### src/rtl/jxp_pkg.sv
// Package: shared types and elaboration helpers for the jitter post-processor.
// Assumes: used at elaboration time only for gcd_u; the struct carries a bit and its strobe.
package jxp_pkg;

    // A bit travelling through the pipeline together with its strobe.
    typedef struct packed {
        logic value;
        logic valid;
    } rbit_t;

    // Greatest common divisor. Bounded loop, enough for 32-bit operands.
    function automatic int unsigned gcd_u(input int unsigned a, input int unsigned b);
        int unsigned x;
        int unsigned y;
        int unsigned t;
        x = a;
        y = b;
        for (int k = 0; k < 64; k++) begin
            if (y != 0) begin
                t = x % y;
                x = y;
                y = t;
            end
        end
        return x;
    endfunction

endpackage

### src/rtl/jxp_tap_fold.sv
// Module: jxp_tap_fold
// Folds the sampled delay-line taps into one parity bit, combinationally.
// Assumes: taps are already synchronous to clk; NUM_TAPS >= 1.
module jxp_tap_fold #(
    parameter int NUM_TAPS = 22
) (
    input  logic [NUM_TAPS-1:0] taps_i,
    output logic                par_o
);

    generate
        if (NUM_TAPS == 1) begin : g_single
            // Purpose: a single tap is its own parity.
            always_comb par_o = taps_i[0];
        end else begin : g_tree
            // Purpose: XOR all taps into one bit.
            always_comb par_o = ^taps_i;
        end
    endgenerate

endmodule

### src/rtl/jxp_decimator.sv
// Module: jxp_decimator
// XOR-accumulates DECIM consecutive parity bits and emits one registered bit per window.
// Assumes: DECIM >= 2; the window starts on the first edge after reset release.
module jxp_decimator
    import jxp_pkg::*;
#(
    parameter int DECIM = 1272
) (
    input  logic  clk,
    input  logic  rst_n,
    input  logic  par_i,
    output rbit_t dec_o
);

    localparam int CW = (DECIM > 1) ? $clog2(DECIM) : 1;
    localparam logic [CW-1:0] LAST = CW'(DECIM - 1);

    logic [CW-1:0] cnt_q;
    logic          acc_q;
    logic          bit_q;
    logic          vld_q;

    // Purpose: window counter, running accumulator and output register.
    always_ff @(posedge clk) begin
        if (!rst_n) begin
            cnt_q <= '0;
            acc_q <= 1'b0;
            bit_q <= 1'b0;
            vld_q <= 1'b0;
        end else if (cnt_q == LAST) begin
            cnt_q <= '0;
            acc_q <= 1'b0;
            bit_q <= acc_q ^ par_i;
            vld_q <= 1'b1;
        end else begin
            cnt_q <= cnt_q + 1'b1;
            acc_q <= acc_q ^ par_i;
            vld_q <= 1'b0;
        end
    end

    // Purpose: expose the registered bit and strobe.
    always_comb begin
        dec_o.value = bit_q;
        dec_o.valid = vld_q;
    end


    dec_spacing_chk: assert property (@(posedge clk) disable iff (!rst_n)
        vld_q |=> !vld_q);


    cnt_range_chk: assert property (@(posedge clk) disable iff (!rst_n)
        vld_q |-> (cnt_q == '0));

endmodule

### src/rtl/jxp_pair_corrector.sv
// Module: jxp_pair_corrector
// XORs non-overlapping pairs of decimated bits; output rate is half the input rate.
// Assumes: input strobes are never back to back.
module jxp_pair_corrector
    import jxp_pkg::*;
(
    input  logic  clk,
    input  logic  rst_n,
    input  rbit_t in_i,
    output rbit_t out_o
);

    logic have_q;
    logic first_q;
    logic bit_q;
    logic vld_q;

    // Purpose: hold the first bit of a pair and emit the XOR on the second.
    always_ff @(posedge clk) begin
        if (!rst_n) begin
            have_q  <= 1'b0;
            first_q <= 1'b0;
            bit_q   <= 1'b0;
            vld_q   <= 1'b0;
        end else begin
            vld_q <= 1'b0;
            if (in_i.valid) begin
                if (!have_q) begin
                    first_q <= in_i.value;
                    have_q  <= 1'b1;
                end else begin
                    bit_q  <= first_q ^ in_i.value;
                    vld_q  <= 1'b1;
                    have_q <= 1'b0;
                end
            end
        end
    end

    // Purpose: expose the corrected bit.
    always_comb begin
        out_o.value = bit_q;
        out_o.valid = vld_q;
    end

    logic in_vld;
    always_comb in_vld = in_i.valid;


    pair_source_chk: assert property (@(posedge clk) disable iff (!rst_n)
        vld_q |-> $past(in_vld));

endmodule

### src/rtl/jxp_byte_packer.sv
// Module: jxp_byte_packer
// Packs finished bits LSB first into WORD_W-bit words with a one-cycle strobe.
// Assumes: bits arriving while ready_i is low are dropped and flagged, not held.
module jxp_byte_packer
    import jxp_pkg::*;
#(
    parameter int WORD_W = 8
) (
    input  logic              clk,
    input  logic              rst_n,
    input  rbit_t             in_i,
    input  logic              ready_i,
    output logic [WORD_W-1:0] word_o,
    output logic              valid_o,
    output logic              overflow_o
);

    localparam int IW = (WORD_W > 1) ? $clog2(WORD_W) : 1;
    localparam logic [IW-1:0] LAST_IDX = IW'(WORD_W - 1);

    logic [IW-1:0]     idx_q;
    logic [WORD_W-1:0] part_q;
    logic [WORD_W-1:0] merged;
    logic [WORD_W-1:0] word_q;
    logic              vld_q;
    logic              ovf_q;

    // Purpose: the partial word with the incoming bit placed at its slot.
    always_comb begin
        merged        = part_q;
        merged[idx_q] = in_i.value;
    end

    // Purpose: accept or drop each bit, finish words, keep the sticky flag.
    always_ff @(posedge clk) begin
        if (!rst_n) begin
            idx_q  <= '0;
            part_q <= '0;
            word_q <= '0;
            vld_q  <= 1'b0;
            ovf_q  <= 1'b0;
        end else begin
            vld_q <= 1'b0;
            if (in_i.valid) begin
                if (!ready_i) begin
                    ovf_q <= 1'b1;
                end else if (idx_q == LAST_IDX) begin
                    word_q <= merged;
                    vld_q  <= 1'b1;
                    idx_q  <= '0;
                    part_q <= '0;
                end else begin
                    part_q <= merged;
                    idx_q  <= idx_q + 1'b1;
                end
            end
        end
    end

    always_comb begin
        word_o     = word_q;
        valid_o    = vld_q;
        overflow_o = ovf_q;
    end

    logic in_vld;
    always_comb in_vld = in_i.valid;


    ovf_sticky_chk: assert property (@(posedge clk) disable iff (!rst_n)
        ovf_q |=> ovf_q);


    word_pulse_chk: assert property (@(posedge clk) disable iff (!rst_n)
        vld_q |=> !vld_q);


    word_source_chk: assert property (@(posedge clk) disable iff (!rst_n)
        vld_q |-> ($past(in_vld) && $past(ready_i)));

endmodule

### src/rtl/jitter_xor_postproc.sv
// Module: jitter_xor_postproc (top)
// Tap parity fold -> XOR decimator -> optional pair corrector -> byte packer.
// Assumes: DECIM coprime with CLK_MULT (checked at elaboration); DECIM >= 2.
module jitter_xor_postproc
    import jxp_pkg::*;
#(
    parameter int NUM_TAPS      = 22,
    parameter int DECIM         = 1272,
    parameter int CLK_MULT      = 785,
    parameter bit USE_CORRECTOR = 1'b1,
    parameter int WORD_W        = 8
) (
    input  logic                clk,
    input  logic                rst_n,
    input  logic [NUM_TAPS-1:0] taps_i,
    input  logic                ready_i,
    output logic                rnd_bit_o,
    output logic                rnd_valid_o,
    output logic [WORD_W-1:0]   byte_o,
    output logic                byte_valid_o,
    output logic                overflow_o
);

    localparam int unsigned RATIO_GCD = gcd_u(DECIM, CLK_MULT);

    generate
        if (RATIO_GCD != 1) begin : g_bad_ratio
            $error("DECIM and CLK_MULT must be coprime");
        end
        if (DECIM < 2) begin : g_bad_decim
            $error("DECIM must be at least 2");
        end
    endgenerate

    logic  par;
    rbit_t dec;
    rbit_t fin;

    jxp_tap_fold #(.NUM_TAPS(NUM_TAPS)) i_fold (
        .taps_i (taps_i),
        .par_o  (par)
    );

    jxp_decimator #(.DECIM(DECIM)) i_decim (
        .clk   (clk),
        .rst_n (rst_n),
        .par_i (par),
        .dec_o (dec)
    );

    generate
        if (USE_CORRECTOR) begin : g_corr
            jxp_pair_corrector i_corr (
                .clk   (clk),
                .rst_n (rst_n),
                .in_i  (dec),
                .out_o (fin)
            );
        end else begin : g_pass
            // Purpose: without the corrector the decimated bit is final.
            always_comb fin = dec;
        end
    endgenerate

    jxp_byte_packer #(.WORD_W(WORD_W)) i_pack (
        .clk        (clk),
        .rst_n      (rst_n),
        .in_i       (fin),
        .ready_i    (ready_i),
        .word_o     (byte_o),
        .valid_o    (byte_valid_o),
        .overflow_o (overflow_o)
    );

    // Purpose: drive the finished-bit ports.
    always_comb begin
        rnd_bit_o   = fin.value;
        rnd_valid_o = fin.valid;
    end


    rnd_pulse_chk: assert property (@(posedge clk) disable iff (!rst_n)
        rnd_valid_o |=> !rnd_valid_o);

endmodule

### config.mk
export PLATFORM = sky130hd
export DESIGN_NAME = jitter_xor_postproc
export DESIGN_NICKNAME = d
export VERILOG_FILES = /design/src/rtl/jxp_pkg.sv /design/src/rtl/jxp_tap_fold.sv /design/src/rtl/jxp_decimator.sv /design/src/rtl/jxp_pair_corrector.sv /design/src/rtl/jxp_byte_packer.sv /design/src/rtl/jitter_xor_postproc.sv
export SDC_FILE = /design/constraint.sdc
export NUM_CORES = 1
export LEC_CHECK = 0
export ABC_AREA = 1
export CORE_UTILIZATION = 48
export CTS_CLUSTER_DIAMETER = 200
export DETAILED_ROUTE_END_ITERATION = 8
export PLACE_DENSITY = 0.79
export RECOVER_POWER = 100
export SLEW_MARGIN = 20
export SYNTH_ARGS = -nofsm -noshare
export SYNTH_HDL_FRONTEND = slang
export SYNTH_SLANG_ARGS = --single-unit
### constraint.sdc
create_clock -name clk -period 1.36 [get_ports clk]
set_clock_uncertainty 0.05 [all_clocks]
set_input_delay 0.272 -clock clk [delete_from_list [all_inputs] [get_ports clk]]
set_output_delay 0.272 -clock clk [all_outputs]
set_load 0.1 [all_outputs]
Yosys cells after proc, flatten, opt, wreduce, memory -nomap -nowiden
Cells that the tools add are included.

Add/sub/neg operators: 2. Order comparisons: 2. Eq/ne operators: 2. Multiplexer cells: 9. Bitwise logic cells: 5. Reductions and logical operators: 10.

Operator list (number): XOR reduction 22 bit (1); adder 11 x 1 -> 11 bit, second input constant (1); == test 11 bit, second input constant (1); AND reduction 2 bit (5); bitwise mux 8 bit (1); two-way mux 8 bit (1); AND reduction 3 bit (2); two-way mux 1 bit (5); less-than comparator 3 x 4 -> 1 bit, second input constant (1); adder 3 x 1 -> 3 bit, second input constant (1); demux 1 bit (select 3 bit) (1); == test 3 bit, second input constant (1); greater-or-equal comparator 3 x 1 -> 1 bit, second input constant (1); two-way mux 3 bit (1); NOT 1 bit (3); OR reduction 2 bit (1); bitwise XOR 1 bit (2); logical AND 1 bit (1).

Register bits after elaboration: 39. Bits of input ports: 25. Output and inout bits: 12. Logic and storage cells: 43.

Longest topological paths before layout
Depth after elaboration: 6. Depth in mapped cells: 13. Mapped depth without buffers: 13.

By module
A second synthesis with hierarchy kept.

Cells, all modules: 365. Area, all modules: 2371.0 sq um.

By module, submodules not included: jxp_byte_packer (instances 1, cells an instance 149, area an instance 1068.5 sq um, sequential area each 420.4 sq um); jxp_decimator (instances 1, cells an instance 85, area an instance 666.9 sq um, sequential area each 280.3 sq um); jxp_tap_fold (instances 1, cells an instance 106, area an instance 460.4 sq um, sequential area each 0.0 sq um); jxp_pair_corrector (instances 1, cells an instance 25, area an instance 175.2 sq um, sequential area each 80.1 sq um).

Worst setup path before layout
No wires, ideal clock.

Path kind: reg-to-reg. Start: register g_corr.i_corr.vld_q. End: register i_pack.word_q[0] (netlist: i_pack.word_o[0]). Library setup time: 115 ps. Data arrival time: 1772 ps. Required time: 1195 ps. Path slack: -578 ps. Stages on the path, launching flop included: 7. Path buffers: 1. Clock period less this slack: 1938 ps. Cell sequence: dfxtp_1 nand2_1 inv_1 nand2_2 buf_2 o21ai_0 inv_1.

Word-level cells in the longest chain between the ends: 1.

Ends and longest elaborated chain: start, declared (line jxp_pair_corrector.sv:16) `logic vld_q;`; start signal, assigned (line jxp_pair_corrector.sv:24) `vld_q <= 1'b0;`; start signal, assigned (line jxp_pair_corrector.sv:26) `vld_q <= 1'b0;`; start signal, assigned (line jxp_pair_corrector.sv:33) `vld_q <= 1'b1;`; AND reduction 3 bit (no line); end signal, assigned (line jxp_byte_packer.sv:48) `word_q <= merged;`; end, declared (line jxp_byte_packer.sv:24) `logic [WORD_W-1:0] word_q;`.

Every way passes these cells. A chain may end at the register's enable or synchronous reset.

Worst setup path in the final report
Start: register i_decim.cnt_q[1]. End: register i_decim.cnt_q[6].

Word-level cells in the longest chain between the ends: 2. Elaborated cells on any way between the ends: 3. Those cells by class: add/sub: 1; eq/ne: 1; reduce/logical: 1.

Ends and longest elaborated chain: start, declared (line jxp_decimator.sv:18) `logic [CW-1:0] cnt_q;`; start signal, assigned (line jxp_decimator.sv:36) `cnt_q <= cnt_q + 1'b1;`; branches (longest 2 deep; another with adder 11 x 1 -> 11 bit).

Several ways; the timed one is not identified.

==> flow_summary.toml <==
[logic_synthesis]
syn-num-nets = 370
synth_cell_type_count = 28
syn-cell-area_mm2 = 0.00217
ys_seq_elements = 39
syn_area_per_cell_um2 = 6.36
synth_edf_count = 0
ys.warnings.count = 0
ys_seq_area_share_pct = 35.9
synth_flop_cell = "dfxtp_1"
ys_async_sr_fraction_pct = 0
synth_cells = 342

[clock_tree]
cts_htree_levels = 2
holdBufCountCts = 0
cts_tree = "done"
ctsRootBufferMaster = "clkbuf_8"
worst_skew_pair.late_latency_ns = 0.30
clock-sinks = 39
path_clk_slew_ns = 0.08
cts_buffers = 5
clk_path_buf_depth = 2

[sta]
finalCriticalPeriod_ns = 1.39
maxSlewHeadroom_pct = 78.2
setup-violations-final = 1
worst_slew_pin_slew_ns = 0.327
fin_ws_ns = -0.0264
setup_tns_ns = -0.0264
drv_slew = 0
timing_hold_violations_final = 0
finalCritPeriodShare_pct = 102
max_freq_mhz = 721
rsz0062_at_grt = "yes"

[global_route]
globalRouteMet3Util_pct = 3.63
track_usage_pct = 19.4
antenna_found_initial = 0
grt_start_max_net_pins = 20
grt_pass1_vias = 1931
use_met1_pct = 21.7
busiest_layer = "met2"
overflow = 0
globalRouteMet2Util_pct = 35.7
grt_pass1_wl_mm = 7.61

[drt]
post_drt_wl_per_cell_um = 10.0
dr.pass1.iters = 4
drt_iter0_drc = 72
drcViolationCount = 0
num_vias = 2185
ant_nets = 0
routed_wl_mm = 4.56
via_per_inst = 4.80

[pwr]
p_comb_share_pct = 14.4
p_int_w = 0.00190
p_leak_nw = 1.49
ir_drop_mv = 0.596
switchingPower_w = 0.000619
p_seq_share_pct = 46.2
switching_share_pct = 24.6
p_clk_share_pct = 39.4
power_density_mw_per_mm2 = 865
power_w = 0.00252

[critical_path]
crit_arrival_ns = 1.58
path_cells = "ha_4 > nand2_4 > nor2_4 > nand3_2 > buf_4 > or2_1 > a21oi_2"
slowest_delay_ns = 0.36
cp_data_required_time_ns = 1.55
critPathKind = "flip-flop to flip-flop"
end_kind = "flip-flop"
crit_path_start_kind = "flip-flop"
cp_max_fo = 3
crit_slowest_cell = "dfxtp_2"

[layout]
final_common_cell = "nand2_1"
area_growth_syn_to_layout_pct = 33.9
final_cell_mix = "112 x nand2_1, 48 x inv_1, 26 x a21oi_1, 26 x dfxtp_1, 21 x buf_4"
fillers = 389
drive_above_1_share_pct = 22.8
nets = 430
diodes = 0

[run]
drv_cap = 0

[run_status]
status = "complete, but fails checks"
failed_checks = "setup timing"

[floorplanning]
pin_count = 37
coreArea_mm2 = 0.00435
fp.dieW_um = 69.3
design.die.area_mm2 = 0.00480
initial_core_util_pct = 49.9
num_rows = 24
die_y_um = 69.3

[placement]
gp_congestion = 0.801
io_buffers = 36
place_hpwl_mm = 3.26

[worst_hold_path]
hold_path.class = "flip-flop to flip-flop"
-- through the flow --
step	util, %	std cells	area [µm²]	hold WS (ns)	worst slack [ns]
global route	66.9	455	2910	0.434	-0.126
CTS	68.4	453	2980	0.414	0.000290
detailed placement	65.4	442	2850	0.403	-0.445
finish	66.9	455	2910	0.412	-0.0264
floorplan	-	342	2200	0.344	-0.0283
global placement	65.4	442	2850	0.395	-0.347
-- final timing paths --
check	cells after the start	slack (ns)	from	endpoint
setup / recovery	7	-0.03	i_decim.cnt_q[1]	i_decim.cnt_q[6]
hold reg to reg	2	0.41	i_pack.part_q[3]	i_pack.part_q[3]
hold / removal	2	0.41	i_pack.part_q[3]	i_pack.part_q[3]
setup reg to reg	7	-0.03	i_decim.cnt_q[1]	i_decim.cnt_q[6]
-- kinds of logic (layout without fill, tap and decap cells) --
logic type / Yosys count / count (layout) / share of synthesized area (%)
and+or+nand+nor: 177 / 177 / 34.8
buffers and inverters: 60 / 121 / 10.5
AOI/OAI and AO/OA: 51 / 51 / 12.3
DFF: 39 / 39 / 35.9
xor gates and xnor gates: 12 / 12 / 4.83
adders and majority gates: 3 / 3 / 1.73
-- layout make-up --
cell class | count | area (µm²) | area share [%]
multi-input cells | 243 | 1260 | 43.1
flip-flops and latches | 39 | 802 | 27.5
repair buffers | 58 | 465 | 16.0
inverters | 55 | 206 | 7.09
clock buffers | 6 | 82.6 | 2.84
well taps | 52 | 65.1 | 2.23
clock inverters | 2 | 35.0 | 1.20
-- Yosys cell counts (2+ instances only) --
library cell | instances | area [µm²]
nand3_2 | 2 | 20.0
nand2_1 | 126 | 473
nand3_1 | 16 | 80.1
a21oi_1 | 27 | 135
a31oi_1 | 2 | 12.5
dfxtp_1 | 39 | 781
ha_1 | 3 | 37.5
o21ai_1 | 10 | 50.1
inv_2 | 4 | 15.0
inv_1 | 50 | 188
xor2_1 | 8 | 70.1
buf_2 | 2 | 10.0
o21ai_0 | 9 | 45.0
xnor2_1 | 4 | 35.0
clkbuf_1 | 3 | 11.3
nor2_1 | 18 | 67.6
nand2_2 | 3 | 18.8
nor2_2 | 6 | 37.5
-- critical path, delay by kind of cell (launching register included) --
kind / cells / cell delay (ns)
simple gates: 4 / 0.52
flops: 1 / 0.36
fa+ha+maj: 1 / 0.16
buf+inv: 1 / 0.15
compound gates: 1 / 0.11
-- power by group through the flow --
| stage | clock network (W) | registers [W] | logic [W] |
|---|---|---|---|
| CTS | 0.00101 | 0.00116 | 0.000338 |
| finish | 0.000993 | 0.00116 | 0.000363 |
| detailed placement | 0 | 0.00118 | 0.000348 |
| global route | 0.00106 | 0.00116 | 0.000415 |
| global placement | 0 | 0.00118 | 0.000335 |
| floorplan | 0 | 0.00118 | 0.000206 |
-- registers in the layout, indices dropped and copies added (netlist names), 3 cells and up --
signal         cells
i_pack.word_o      8
i_decim.cnt_q     11
i_pack.part_q      8
i_pack.idx_q       3
-- metal layers --
layer,wire (µm),up-vias
met5,0,-
met4,81,0
met3,237,8
met2,2230,46
met1,2010,949
li1,-,1182
-- repair_timing --
action | in CTS | in global routing
pin swaps | 7 | 16
setup endpoints to repair | 17 | 24
buffers inserted | 3 | 2
gates resized for setup | 25 | 31
No activity file was read; power rests on OpenSTA's default activity.
